<file path="src/rtl/wrfetch_pingpong.sv">
module wrfetch_pingpong #(
  parameter int AW = 16,
  parameter int DW = 16,
  parameter int BW = 4
) (
  input  logic          clk,
  input  logic          rst_n,
  input  logic          ld,
  input  logic [AW-1:0] ld_addr,
  input  logic [BW-1:0] ld_bank,
  input  logic          xfer_active,
  input  logic          stop,
  output logic          rd_req,
  output logic [BW-1:0] bank_out,
  input  logic          port_sel,
  output logic [AW-1:0] mem_addr,
  input  logic          port_strb,
  input  logic [DW-1:0] mem_data,
  output logic          out_valid,
  output logic [DW-1:0] out_data,
  input  logic          out_take
);

  logic [AW-1:0] addr_q;
  logic [BW-1:0] bank_q;
  logic [DW-1:0] buf_q [2];
  logic [1:0]    full_q;
  logic          wp_q, rp_q, pend_q, done_q;

  wire fetch_go = rd_req & port_sel;
  wire cap      = pend_q & port_strb;
  wire take     = out_take & full_q[rp_q];

  assign rd_req    = xfer_active & ~stop & ~done_q & ~pend_q & ~full_q[wp_q];
  assign bank_out  = bank_q;
  assign mem_addr  = fetch_go ? addr_q : '0;
  assign out_valid = full_q[rp_q];
  assign out_data  = buf_q[rp_q];

  always_ff @(posedge clk or negedge rst_n) begin
    if (!rst_n) begin
      addr_q <= '0;
      bank_q <= '0;
      full_q <= '0;
      wp_q   <= 1'b0;
      rp_q   <= 1'b0;
      pend_q <= 1'b0;
      done_q <= 1'b0;
    end else begin
      if (ld) begin
        addr_q <= ld_addr;
        bank_q <= ld_bank;
      end else if (fetch_go) begin
        addr_q <= addr_q + 1'b1;
      end

      if (ld)        done_q <= 1'b0;
      else if (stop) done_q <= 1'b1;

      if (fetch_go) pend_q <= 1'b1;
      else if (cap) pend_q <= 1'b0;

      if (cap)  wp_q <= ~wp_q;
      if (take) rp_q <= ~rp_q;

      full_q <= (full_q | (cap ? (2'b01 << wp_q) : 2'b00))
                & ~(take ? (2'b01 << rp_q) : 2'b00);
    end
  end

  always_ff @(posedge clk) begin
    if (cap) buf_q[wp_q] <= mem_data;
  end

endmodule

</file>
<file path="config.mk">
export PLATFORM = sky130hd
export DESIGN_NAME = wrfetch_pingpong
export DESIGN_NICKNAME = d
export VERILOG_FILES = /design/src/rtl/wrfetch_pingpong.sv
export SDC_FILE = /design/constraint.sdc
export NUM_CORES = 1
export LEC_CHECK = 0
export ABC_AREA = 1
export CAP_MARGIN = 20
export CORE_MARGIN = 2
export CORE_UTILIZATION = 35
export CTS_CLUSTER_DIAMETER = 50
export DETAILED_ROUTE_END_ITERATION = 12
export PLACE_DENSITY = 0.69
export SLEW_MARGIN = 20
export SYNTH_ARGS = -nofsm -noshare
export SYNTH_HDL_FRONTEND = slang
export SYNTH_SLANG_ARGS = --single-unit
</file>
<file path="constraint.sdc">
create_clock -name clk -period 4.25 [get_ports clk]
set_input_delay 0.6375 -clock clk [delete_from_list [all_inputs] [get_ports clk]]
set_output_delay 0.6375 -clock clk [all_outputs]
set_load 0.03 [all_outputs]
</file>
==> metrics.md <==
| Metric | Value |
|---|---|
| Logic pwr share | `0.347` |
| H-tree Lvls | `3` |
| Setup Buffers After CTS | `0` |
| Fmax | `slightly above 300 MHz` |
| Pre-CTS setup slack | `around 0.97 ns` |
| Power per cell area | `around 450 nW/um2` |
| Wire length of the first global-routing pass | `about 11 mm` |
| Starting density of the core | `0.356` |
| Status | `finished, final reports clean` |
| Post-synthesis sequential area ratio | `0.559` |
| LEAKAGE | `1.73 nW` |
| Top cell by count, worst path | `nand2_1` |
| Initial drt markers | `85` |
| Clk network pwr share | `0.241` |
| Worst r2r src | `wp_q` |
| Final #Nets | `468` |
| Register bit total from synthesis | `a little under 60` |
| Vias in the first global route | `approximately 2400` |
| Dpl cells | `between 500 and 600` |
| Routed wl met2 | `3.28 mm` |
| Pre-antenna DRT Iters | `4` |
| Arr. time, crit path | `between 2 and 3 ns` |
| Placer Congestion | `approximately 0.8` |
| Synth Cell Area | `about 2900 um2` |
| Overall power | `about 1.8 mW` |
| Hold Path Sink | `bank_out[3]` |
| Initial antenna violation count | `0` |
| DRC Markers | `0` |
| Row count | `33` |
| Synth Net Count | `between 300 and 400` |
| Min-delay src | `bank_out[3]` |
| CTS tree | `yes` |
| Highest metal used | `met4` |
| Vias per std cell | `about 4.5` |
| Max IR drop VDD | `0.000149 V` |
| WL/cell | `12.6 um` |
| Final Hold Vio Count | `0` |
| Fill cells | `824` |
| Final Instance Area | `between 3000 and 4000 um2` |
| Sw frac | `0.372` |
| Clock buffer depth | `2` |
| Final setup fails | `0` |
| Max FO, Critical Path | `19` |
| R2R cell count | `8` |
| Slowest stage delay, CP | `0.78 ns` |
| Clk_skew | `0.00456 ns` |
| DRT antenna net count | `0` |
| Ant diodes | `0` |
| Post-DP Area | `3770 um2` |
| Int Power | `1.11 mW` |
| Vias | `approximately 2400` |
| Critical Path Start Type | `flop` |
| GRT Total Usage | `0.159` |
| Clk root buf | `clkbuf_8` |
| Cts repair resizes | `0` |
| Flop-to-flop setup slack | `approximately 2.3 ns` |
| WP buf/inv | `2` |
| I/O pin total | `~80` |
| Hold Worst Slack | `around 0.48 ns` |
| Synth warn | `0` |
| Clk Latency, worst-skew pair | `about 0.33 ns` |
| Hold path depth | `2` |
| Final period utilization | `0.769` |
| Worst-path clk slew | `0.06 ns` |
| Die ar. | `about 9000 um2` |
| Distinct cells, synth | `26` |
| Die Width | `between 90 and 100 um` |
| Share of layout cells above drive strength 1 | `0.0794` |
| Switch Pwr | `between 0.6 and 0.7 mW` |
| Post-synthesis area per instance | `8.53 um2` |
| Critical path required time | `3.61 ns` |
| Final slew viol count | `0` |
| Core area | `between 8000 and 9000 um2` |
| Critical Path Slowest Stage Cell | `dfrtp_1` |
| Register share of total power | `0.413` |
| Cts hold-fix bufs | `0` |
| Min-Delay Path Class | `reg -> reg` |
| Least-Margin Pin Slew | `slightly below 0.7 ns` |
| WL met3 | `slightly above 400 um` |
| RSZ-0062 raised after global routing | `no` |
| FF-to-FF End | `addr_q[13]` |
| Port bufs | `81` |
| Wl on met1 | `approximately 3.0 mm` |
| Total grt overflow | `0` |
| CP delay by family, top | `buffers and inverters` |
| Kind of critical path | `reg -> out` |
| Gate Count Post-Synth | `338` |
| Largest net degree at the start of global routing | `27` |
| Non-Filler Instances | `approximately 530` |
| Rel. slew slack | `0.552` |
| Crit path time final | `about 3.3 ns` |
| Setup ws final | `around 0.98 ns` |
| TritonCTS sink count | `58` |
| Max-cap viol count | `0` |
| Num CTS Buffers | `9` |
| WL final | `6.71 mm` |
| Cells along the critical path | `clkinv_1 > nand2_1 > nand2_1 > clkdlybuf4s50_1` |
| Fin util | `0.486` |
| Worst setup EP type | `primary output` |
| Die Span Y | `94.8 um` |
| Setup TNS Final | `0 ns` |
| DP Wirelength | `~4.7 mm` |
| Area grow syn2layout | `36.5%` |
[cells in the mapped netlist]
cell type  count  share of area
buf_6          3          0.012
buf_8          1         0.0052
ha_1           1         0.0043
nor2_2         2         0.0043
dfrtp_1       26           0.23
nand3_2        7          0.024
a21oi_1        2         0.0035
nand2_2        1         0.0022
inv_1         36          0.047
mux2i_1        1         0.0035
nor2_1        31          0.040
nand3_1       28          0.049
buf_4          2         0.0052
o21ai_1        2         0.0035
nand4_1        3         0.0065
inv_2          1         0.0013
buf_2          4         0.0069
nand2_1      134           0.17
buf_1          1         0.0013
and2_2         1         0.0026
clkinv_1       1         0.0013
clkbuf_1       1         0.0013
o21ai_0        9          0.016
edfxtp_1      32           0.33
nor2_4         2         0.0078
xor2_1         6          0.018
[metal layers]
| layer | global-route usage | up-vias |
|---|---|---|
| li1 | - | 1228 |
| met5 | 0 | - |
| met4 | 0.0471 | 0 |
| met2 | 0.272 | 93 |
| met1 | 0.196 | 1091 |
| met3 | 0.0447 | 7 |
[cells in the final DEF (no fill, tap or decap), types with 6 or more instances in the layout]
cell,n
clkbuf_8,9
nand3_2,7
nand2_1,134
nor2_1,31
o21ai_0,9
xor2_1,6
edfxtp_1,32
dfrtp_1,26
nand3_1,28
clkdlybuf4s50_1,81
inv_1,36
[sequential cells by signal (all words and copies together) (netlist names)]
register / flops
buf_q: 32
addr_q: 16
bank_out: 4
full_q: 2
done_q: 1
pend_q: 1
rp_q: 1
wp_q: 1
[worst max-delay path by stage]
stage                            from           end  slack [ns]  cells after the start
after floorplan                  stop   mem_addr[0]        1.98                      7
after global placement    xfer_active   mem_addr[3]        1.02                      6
after detailed placement  xfer_active   mem_addr[3]        0.97                      6
after CTS                        rp_q   out_data[6]        0.94                      4
after global routing             rp_q   out_data[6]        0.68                      4
final                            rp_q  out_data[14]        0.98                      4
[layout make-up]
type                            count  area [um2]  share of cell area
Tap cell                          105         131              0.0334
Clock inverter                      6        35.0             0.00891
Multi-Input combinational cell    230        1040               0.264
Clock buffer                       10         128              0.0324
Sequential cell                    58        1610               0.410
Inverter                           38         143              0.0363
Timing Repair Buffer               86         848               0.216
[power by group through the flow]
stage,Clock (mW),Sequential (mW),Combinational (mW)
detailed placement,0,0.738,0.617
floorplan,0,0.705,0.396
global placement,0,0.734,0.608
finish,0.424,0.727,0.610
CTS,0.440,0.726,0.618
global route,0.462,0.738,0.675
[worst reg2reg max path, stage by stage (launching register included)]
cell     delay, ns
dfrtp_1       0.40
inv_2         0.08
nand2_1       0.05
nand2_1       0.09
nand3_2       0.40
buf_4         0.36
nor2_4        0.30
nand3_1       0.13
nand2_1       0.10
[logic make-up (layout without fill, tap and decap cells)]
kind of cell | count (synthesis) | in the layout | synth area share
AOI/OAI and AO/OA | 13 | 13 | 0.0226
xor gates and xnor gates | 6 | 6 | 0.0182
and+or+nand+nor | 209 | 209 | 0.311
adders and majority gates | 1 | 1 | 0.00434
buffers and inverters | 50 | 140 | 0.0812
muxes | 1 | 1 | 0.00347
DFF | 58 | 58 | 0.559
Power figures use the tool's default switching activity.
